===== src/rtl/bop_pkg.sv =====
// Shared constants and types for the bit-oriented codeword message receiver.
// Assumes the message layout: flag ones, one zero, codeword, one zero.
package bop_pkg;
    localparam int BOP_CW_W      = 6;
    localparam int BOP_FLAG_ONES = 8;
    localparam int BOP_RUN_SHORT = 1;
    localparam int BOP_RUN_MID   = 10;
    localparam int BOP_RUN_LONG  = 25;

    // Encoding of the run-length select field
    typedef enum logic [1:0] {
        RUN_SHORT  = 2'b00,
        RUN_MID    = 2'b01,
        RUN_LONG_A = 2'b10,
        RUN_LONG_B = 2'b11
    } run_sel_e;
endpackage


===== src/rtl/bop_msg_framer.sv =====
// Message framer: hunts for the ones flag, then tracks the bit position
// inside each message and pulls out the codeword least significant bit first.
// Assumes bits count only on bit_en; idle cycles without a strobe are not gaps.
// Emits a one-cycle msg_done with the codeword, or frame_err on any violation
// while locked. Holds everything reset while enable is low.
module bop_msg_framer #(
    parameter int CW_W      = 6,
    parameter int FLAG_ONES = 8
) (
    input  logic            clk,
    input  logic            rst_n,
    input  logic            enable,
    input  logic            bit_en,
    input  logic            bit_in,
    output logic            msg_done,
    output logic [CW_W-1:0] msg_cw,
    output logic            frame_err
);
    localparam int MSG_LEN = FLAG_ONES + CW_W + 2;
    localparam int POS_W   = $clog2(MSG_LEN);
    localparam int ONE_W   = $clog2(FLAG_ONES + 1);
    localparam logic [POS_W-1:0] P_START = POS_W'(FLAG_ONES);
    localparam logic [POS_W-1:0] P_CW0   = POS_W'(FLAG_ONES + 1);
    localparam logic [POS_W-1:0] P_END   = POS_W'(MSG_LEN - 1);
    localparam logic [ONE_W-1:0] ONES_FULL = ONE_W'(FLAG_ONES);

    logic             locked;
    logic [POS_W-1:0] pos;
    logic [ONE_W-1:0] ones;
    logic [CW_W-1:0]  shift_q;
    logic             bad_bit;

    // Classify the current strobed bit as a framing violation while locked
    always_comb begin
        bad_bit = 1'b0;
        if (locked) begin
            if (pos < P_START)      bad_bit = !bit_in;
            else if (pos == P_START) bad_bit = bit_in;
            else if (pos == P_END)   bad_bit = bit_in;
        end
    end

    // Hunt and track state machine with codeword shift register
    always_ff @(posedge clk) begin
        if (!rst_n || !enable) begin
            locked    <= 1'b0;
            pos       <= '0;
            ones      <= '0;
            shift_q   <= '0;
            msg_done  <= 1'b0;
            msg_cw    <= '0;
            frame_err <= 1'b0;
        end else begin
            msg_done  <= 1'b0;
            frame_err <= 1'b0;
            if (bit_en) begin
                if (!locked) begin
                    if (bit_in) begin
                        if (ones != ONES_FULL) ones <= ones + 1'b1;
                    end else if (ones == ONES_FULL) begin
                        locked <= 1'b1;
                        pos    <= P_CW0;
                        ones   <= '0;
                    end else begin
                        ones <= '0;
                    end
                end else if (bad_bit) begin
                    locked    <= 1'b0;
                    frame_err <= 1'b1;
                    pos       <= '0;
                    if (!bit_in)             ones <= '0;
                    else if (pos == P_START) ones <= ONES_FULL;
                    else                     ones <= ONE_W'(1);
                end else if (pos == P_END) begin
                    msg_done <= 1'b1;
                    msg_cw   <= shift_q;
                    pos      <= '0;
                end else begin
                    if (pos >= P_CW0) shift_q <= {bit_in, shift_q[CW_W-1:1]};
                    pos <= pos + 1'b1;
                end
            end
        end
    end
endmodule


===== src/rtl/bop_qual_filter.sv =====
// Qualification filter: counts identical consecutive messages, applies the
// selected run length and the optional integration rule, and asks for one load
// per qualified run. Assumes msg_done and frame_err never coincide.
// Drives the live active status.
module bop_qual_filter
    import bop_pkg::*;
#(
    parameter int CW_W      = 6,
    parameter int RUN_SHORT_N = 1,
    parameter int RUN_MID_N   = 10,
    parameter int RUN_LONG_N  = 25
) (
    input  logic            clk,
    input  logic            rst_n,
    input  logic            enable,
    input  logic [1:0]      len_sel,
    input  logic            integ_en,
    input  logic            msg_done,
    input  logic [CW_W-1:0] msg_cw,
    input  logic            frame_err,
    output logic            load,
    output logic [CW_W-1:0] load_cw,
    output logic            active
);
    localparam int CNT_W = $clog2(RUN_LONG_N + 1) + 1;
    localparam logic [CNT_W-1:0] CNT_MAX = {CNT_W{1'b1}};

    logic [CW_W-1:0]  cur_cw;
    logic [CNT_W-1:0] cnt;
    logic             loaded;
    logic [CNT_W-1:0] need;
    logic [CNT_W-1:0] nxt_cnt;
    logic             same;

    // Required run length from the select field and the integration rule
    always_comb begin
        unique case (run_sel_e'(len_sel))
            RUN_SHORT: need = CNT_W'(RUN_SHORT_N);
            RUN_MID:   need = CNT_W'(RUN_MID_N);
            default:   need = CNT_W'(RUN_LONG_N);
        endcase
        if (integ_en && need < CNT_W'(2)) need = CNT_W'(2);
    end

    // Next run count and load decision for the arriving message
    always_comb begin
        same    = active && (msg_cw == cur_cw);
        nxt_cnt = same ? ((cnt == CNT_MAX) ? cnt : cnt + 1'b1) : CNT_W'(1);
        load    = msg_done && !(same && loaded) && (nxt_cnt >= need);
        load_cw = msg_cw;
    end

    // Run state: codeword counted, count, once-per-run flag, active status
    always_ff @(posedge clk) begin
        if (!rst_n || !enable || frame_err) begin
            cur_cw <= '0;
            cnt    <= '0;
            loaded <= 1'b0;
            active <= 1'b0;
        end else if (msg_done) begin
            cur_cw <= msg_cw;
            cnt    <= nxt_cnt;
            loaded <= (same && loaded) || load;
            active <= 1'b1;
        end
    end
endmodule


===== src/rtl/bop_result_reg.sv =====
// Result register: holds the last loaded codeword with valid and lost flags
// and raises a one-cycle interrupt on each load. A load wins over a read in
// the same cycle; that read counts as having taken the older codeword.
module bop_result_reg #(
    parameter int CW_W = 6
) (
    input  logic            clk,
    input  logic            rst_n,
    input  logic            load,
    input  logic [CW_W-1:0] load_cw,
    input  logic            rd_strobe,
    output logic [CW_W-1:0] cw_out,
    output logic            cw_valid,
    output logic            cw_lost,
    output logic            cw_irq
);
    // Load, overwrite and read handshake
    always_ff @(posedge clk) begin
        if (!rst_n) begin
            cw_out   <= '0;
            cw_valid <= 1'b0;
            cw_lost  <= 1'b0;
            cw_irq   <= 1'b0;
        end else begin
            cw_irq <= load;
            if (load) begin
                cw_out   <= load_cw;
                cw_valid <= 1'b1;
                cw_lost  <= cw_valid && !rd_strobe;
            end else if (rd_strobe) begin
                cw_valid <= 1'b0;
                cw_lost  <= 1'b0;
            end
        end
    end
endmodule


===== src/rtl/bop_msg_rx.sv =====
// Top of the bit-oriented codeword message receiver: framer, qualification
// filter and result register in series. Assumes the bit stream is already
// taken from its channel and comes with a bit strobe.
module bop_msg_rx
    import bop_pkg::*;
#(
    parameter int CW_W        = BOP_CW_W,
    parameter int FLAG_ONES   = BOP_FLAG_ONES,
    parameter int RUN_SHORT_N = BOP_RUN_SHORT,
    parameter int RUN_MID_N   = BOP_RUN_MID,
    parameter int RUN_LONG_N  = BOP_RUN_LONG
) (
    input  logic            clk,
    input  logic            rst_n,
    input  logic            enable,
    input  logic [1:0]      len_sel,
    input  logic            integ_en,
    input  logic            bit_en,
    input  logic            bit_in,
    input  logic            rd_strobe,
    output logic [CW_W-1:0] cw_out,
    output logic            cw_valid,
    output logic            cw_lost,
    output logic            cw_irq,
    output logic            active
);
    logic            msg_done;
    logic [CW_W-1:0] msg_cw;
    logic            frame_err;
    logic            load;
    logic [CW_W-1:0] load_cw;

    bop_msg_framer #(.CW_W(CW_W), .FLAG_ONES(FLAG_ONES)) u_framer (
        .clk(clk), .rst_n(rst_n), .enable(enable),
        .bit_en(bit_en), .bit_in(bit_in),
        .msg_done(msg_done), .msg_cw(msg_cw), .frame_err(frame_err)
    );

    bop_qual_filter #(
        .CW_W(CW_W), .RUN_SHORT_N(RUN_SHORT_N),
        .RUN_MID_N(RUN_MID_N), .RUN_LONG_N(RUN_LONG_N)
    ) u_filter (
        .clk(clk), .rst_n(rst_n), .enable(enable),
        .len_sel(len_sel), .integ_en(integ_en),
        .msg_done(msg_done), .msg_cw(msg_cw), .frame_err(frame_err),
        .load(load), .load_cw(load_cw), .active(active)
    );

    bop_result_reg #(.CW_W(CW_W)) u_result (
        .clk(clk), .rst_n(rst_n), .load(load), .load_cw(load_cw),
        .rd_strobe(rd_strobe), .cw_out(cw_out), .cw_valid(cw_valid),
        .cw_lost(cw_lost), .cw_irq(cw_irq)
    );
endmodule


===== config.mk =====
export PLATFORM = sky130hd
export DESIGN_NAME = bop_msg_rx
export DESIGN_NICKNAME = d
export VERILOG_FILES = /design/src/rtl/bop_pkg.sv /design/src/rtl/bop_msg_framer.sv /design/src/rtl/bop_qual_filter.sv /design/src/rtl/bop_result_reg.sv /design/src/rtl/bop_msg_rx.sv
export SDC_FILE = /design/constraint.sdc
export NUM_CORES = 1
export LEC_CHECK = 0
export ABC_AREA = 1
export BUFFER_PORTS_ARGS = -buffer_cell sky130_fd_sc_hd__buf_2
export CORE_ASPECT_RATIO = 0.75
export CORE_UTILIZATION = 40
export DETAILED_ROUTE_END_ITERATION = 7
export PLACE_DENSITY = 0.59
export SLEW_MARGIN = 5
export SYNTH_ARGS = -nofsm -noshare
export SYNTH_HDL_FRONTEND = slang
export SYNTH_SLANG_ARGS = --single-unit

===== constraint.sdc =====
create_clock -name clk -period 3.7 [get_ports clk]
set_clock_uncertainty 0.2 [all_clocks]
set_input_delay 0.37 -clock clk [delete_from_list [all_inputs] [get_ports clk]]
set_output_delay 0.37 -clock clk [all_outputs]
set_load 0.02 [all_outputs]

Word-level counts from Yosys, hierarchy flattened
Cells that the tools add are included.

word-level totals
  bits in registers = 46
  output and inout bits = 10
  word-level logic and storage cells = 87

operators by class
  $add $sub $neg = 3
  $lt $le $gt $ge = 4
  eq/ne operators = 10
  mux-type cells = 28
  bitwise logic cells = 4
  reductions and logical operators = 23

operators with widths
  cell                                                                           count
  4-bit two-way mux                                                              11
  1-bit two-way mux                                                              13
  4-bit equality test (second input constant)                                    3
  6-bit two-way mux                                                              2
  5-bit one-hot mux with 2 select lines                                          1
  4-bit by 1-bit adder with 4-bit output (second input constant)                 2
  6-bit by 1-bit adder with 6-bit output (second input constant)                 1
  6-bit equality test                                                            1
  6-bit equality test (second input constant)                                    1
  6-bit by 5-bit greater-or-equal comparator with 1-bit output                   1
  1-bit logical AND                                                              6
  3-bit AND reduction                                                            2
  1-bit zero test                                                                5
  5-bit by 2-bit less-than comparator with 1-bit output (second input constant)  1
  5-bit two-way mux                                                              1
  5-bit AND reduction                                                            1
  4-bit greater-or-equal comparator (second input constant)                      1
  4-bit less-than comparator (second input constant)                             1
  4-bit != test (second input constant)                                          1
  1-bit NOT                                                                      4
  4-bit AND reduction                                                            1
  2-bit nonzero test                                                             2
  4-bit OR reduction                                                             1
  1-bit logical OR                                                               3
  6 further kinds                                                                6

Longest topological paths before layout
  word-level depth = 8
  gate-level depth with buffers = 20
  mapped depth without buffers = 19

Cells and area by module
From an unflattened synthesis, not the netlist that was laid out.

unflattened totals
  cells, all modules = 365
  area total of the unflattened synthesis = 2514.9 sq um

by module, submodules not included
  module           instances  cells each  area each (sq um)
  bop_msg_framer   1          170         1231.2
  bop_qual_filter  1          158         988.4
  bop_result_reg   1          37          295.3

Worst setup path before layout
No wires, ideal clock.

  kind = register to register
  start point = reg u_filter.active
  end point = reg u_result.cw_out[0]
  data arrival time = 2111 ps
  required time = 3385 ps
  slack = 1274 ps
  cell stages (with the launch flop) = 17
  clock period less this slack = 2426 ps
  cells stage by stage = dfxtp_1 nand2_1 nor2_1 nand2_1 nor2_4 o21ai_0 a21oi_1 ha_1 o21ai_0 nand2_1 nand2_1 nor2_1 nand2_2 nand3_4 buf_6 a21oi_1 nor2_1

on the way
  word-level cells in the longest chain between the ends = 5
  elaborated cells between the ends (all ways) = 7

ends and longest elaborated chain
  element                                                                                               RTL line               source
  start: declaration                                                                                    bop_qual_filter.sv:23  output logic active
  start signal: assignment                                                                              bop_qual_filter.sv:59  active <= 1'b0;
  start signal: assignment                                                                              bop_qual_filter.sv:64  active <= 1'b1;
  1-bit logical AND *                                                                                   bop_qual_filter.sv:47  same = active && (msg_cw == cur_cw);
  branches (longest 3 deep; another with 6-bit by 5-bit greater-or-equal comparator with 1-bit output)  n/a
  1-bit logical AND *                                                                                   bop_qual_filter.sv:49  load = msg_done && !(same && loaded) && (nxt_cnt >= need);
  end signal: assignment                                                                                bop_result_reg.sv:27   cw_out <= load_cw;
  end: declaration                                                                                      bop_result_reg.sv:12   output logic [CW_W-1:0] cw_out,

Mark *: on every way between the ends.
A chain may end at the register's enable or synchronous reset.

Worst setup path after layout
  start point = reg u_framer.msg_cw[0]
  end point = reg u_result.cw_out[4]

on the way
  word-level cells in the longest chain between the ends = 6
  elaborated cells between the ends (all ways) = 8

ends and longest elaborated chain
  element                                                                                               RTL line               source
  start: declaration                                                                                    bop_msg_framer.sv:16   output logic [CW_W-1:0] msg_cw,
  start signal: assignment                                                                              bop_msg_framer.sv:76   msg_cw <= shift_q;
  6-bit equality test *                                                                                 bop_qual_filter.sv:47
  1-bit logical AND *                                                                                   bop_qual_filter.sv:47
  branches (longest 3 deep; another with 6-bit by 5-bit greater-or-equal comparator with 1-bit output)  n/a
  1-bit logical AND *                                                                                   bop_qual_filter.sv:49

Marked as above.

==> metrics.yaml <==
nNetsFinal: 388
mostFrequentLayoutCell: "nand2_1"
vias_per_cell: 4.685
max-cap-violations: 0
synth-seq-cells: 46
critical_path_class: "reg2reg"
dr.pass1.iters: 4
yosysWarnings: 0
p_per_area_nw_per_um2: 343.8
synth_area_um2: 2391
rsz0062_at_grt: "false"
synth.top_cell.area_share_pct: 38.51
min_path_type: "in2reg"
synth_top_area_cell: "dfxtp_1"
cts-root-buf: "clkbuf_8"
drt-initial-drc-count: 96
cts_buffer_depth: 2
cts.repair.resized: 0
synth_cells: 352
clkLatencyLatePin_ns: 0.30
whs_ns: 0.1630
drc: 0
numCtsBuffers: 5
postCtsSetupRepairBufs: 0
worstMarginPinSlew_ns: 0.7202
period_needed_ns: 2.680
yosysSeqAreaShare_pct: 38.51
yosysUniqueCellTypes: 30
required_ns: 3.70
cp-end-kind: "flip-flop"
ant_nets: 0
clk_pin_slew_ns: 0.09
slowest_delay_ns: 0.36
cts_max_level: 2
syn_to_final_growth_pct: 10.31
layout-drive-gt1-share_pct: 12.16
syn_area_per_cell_um2: 6.793
power.leakage_nw: 1.151
tritoncts: "yes"
hold_violations: 0
post-place-cells: 437
fin_crit_sh_pct: 72.43
dr_wl_met2_mm: 1.917
wl_mm: 4.816
path_common_cell: "nand2_1"
critPathMaxFanout: 16
overflow: 0
die_x_um: 91.28
grt_max_degree: 23
setup-tns-final_ns: 0
routed-wl-met3_um: 172
cts-hold-fix-buffers: 0
grt_pass1_wl_mm: 8.390
ios: 19
wl_per_cell_um: 10.82
wl_met1_mm: 2.695
critical_path.cell_chain: "inv_2 > nand2_1 > inv_2 > nor2_1 > nand2_1 > nor2_4 > o21ai_0 > a21oi_1 > ha_1 > o21ai_0 > nand2_1 > nand2_1 > nor2_1 > nand2_2 > nand3_4 > a21oi_1 > nor2_1"
die_h_um: 68.96
clock_sink_count: 46
cp.arrival_ns: 2.68
final_cell_mix: "nand2_1 (79), inv_1 (52), dfxtp_1 (46)"
fin_cells: 445
relSlewSlack_pct: 51.92
port_buffers: 18
fmax_mhz: 373.1
syn_nets: 371
top_layer_used: "met4"
via_count: 2085
die-area_um2: 6294
cp-start-kind: "flip-flop"
synthTopCellsByArea: "dfxtp_1 (39%), nand2_1 (12%), inv_1 (8.2%)"
setup_viol: 0
coreArea_um2: 5554
gp_congestion: 0.8653
ir_drop_uv: 178.4
status: "completed"
start_util_pct: 43.05
cpMaxStageDelayCell: "dfxtp_1"
grt_antenna_before_repair: 0
grt_pass1_vias: 1866
drv_slew: 0
diodes: 0
globalRouteTotalUtil_pct: 16.88
rows: 23
dp_hpwl_mm: 3.655
[cell type report]
class | count | area (um^2)
Multi-Input combinational cell | 237 | 1194
Sequential cell | 46 | 920.9
Clock buffer | 6 | 72.57
Clock inverter | 2 | 37.54
Fill cell | 566 | 2917
Timing Repair Buffer | 18 | 90.09
Tap cell | 75 | 93.84
Inverter | 61 | 229.0
[synthesized netlist by cell type, drive strengths merged]
library cell,instances
a211oi,4
a21boi,1
a21oi,35
buf,4
clkbuf,4
dfxtp,46
ha,10
inv,61
nand2,82
nand3,17
nand3b,1
nand4,1
nor2,39
nor3,5
o211ai,1
o21ai,36
o22ai,1
o32ai,1
xnor2,1
xor2,2
[per-layer routing]
| layer | up-vias | global-route usage, % |
|---|---|---|
| met3 | 4 | 3.289 |
| met4 | 0 | 4.762 |
| met1 | 900 | 23.34 |
| met2 | 32 | 27.08 |
| met5 | - | 0 |
| li1 | 1149 | - |
[sequential cells by signal, summed over array words and instances, names as in the netlist, 4 cells and up]
register / cells
u_filter.cur_cw: 6
u_filter.cnt: 6
u_framer.ones: 4
u_result.cw_out: 6
u_framer.msg_cw: 6
u_framer.shift_q: 6
u_framer.pos: 4
[cell families (layout without fill, tap and decap cells)]
family,Yosys count,in the layout,share of synthesized area [%]
fa+ha+maj,10,10,5.233
xor+xnor,3,3,1.099
flops,46,46,38.51
simple gates,145,145,25.75
compound gates,79,79,17.84
buf+inv,69,87,11.56
[report_power, final]
group	internal (mW)	total, mW	switching, mW
combinational	0.0126	0.0390	0.0264
clock	0.202	0.370	0.169
sequential	0.496	0.498	0.00157
[path summary, 6_finish.rpt]
kind | startpoint | to | slack (ns) | depth (start not counted)
max | u_framer.msg_cw[0]$_SDFFE_PP0P_ | u_result.cw_out[4]$_SDFFE_PN0P_ | 1.02 | 17
min | bit_en | u_framer.frame_err$_SDFF_PP0_ | 0.16 | 3
max reg2reg | u_framer.msg_cw[0]$_SDFFE_PP0P_ | u_result.cw_out[4]$_SDFFE_PN0P_ | 1.02 | 17
min reg2reg | u_result.cw_out[2]$_SDFFE_PN0P_ | u_result.cw_out[2]$_SDFFE_PN0P_ | 0.28 | 2
[critical path: cells and delay by family (launching register included)]
family                   cells  cell delay, ns
AO/OA/AOI/OAI                4            0.65
adder cells (fa/ha/maj)      1            0.26
buffers and inverters        2            0.08
flip-flops                   1            0.36
AND/OR/NAND/NOR             10            1.00
[stage by stage]
| step | utilization [%] | worst slack [ns] | cell area [um^2] | power [mW] |
|---|---|---|---|---|
| floorplan | - | 1.274 | 2391 | 0.5364 |
| global route | 47.49 | 0.7231 | 2638 | 0.9492 |
| finish | 47.49 | 1.020 | 2638 | 0.9067 |
| detailed placement | 45.51 | 1.065 | 2527 | 0.5482 |
| CTS | 47.49 | 1.048 | 2638 | 0.9236 |
| global placement | 45.51 | 1.102 | 2527 | 0.5480 |
Power figures use the tool's default switching activity.
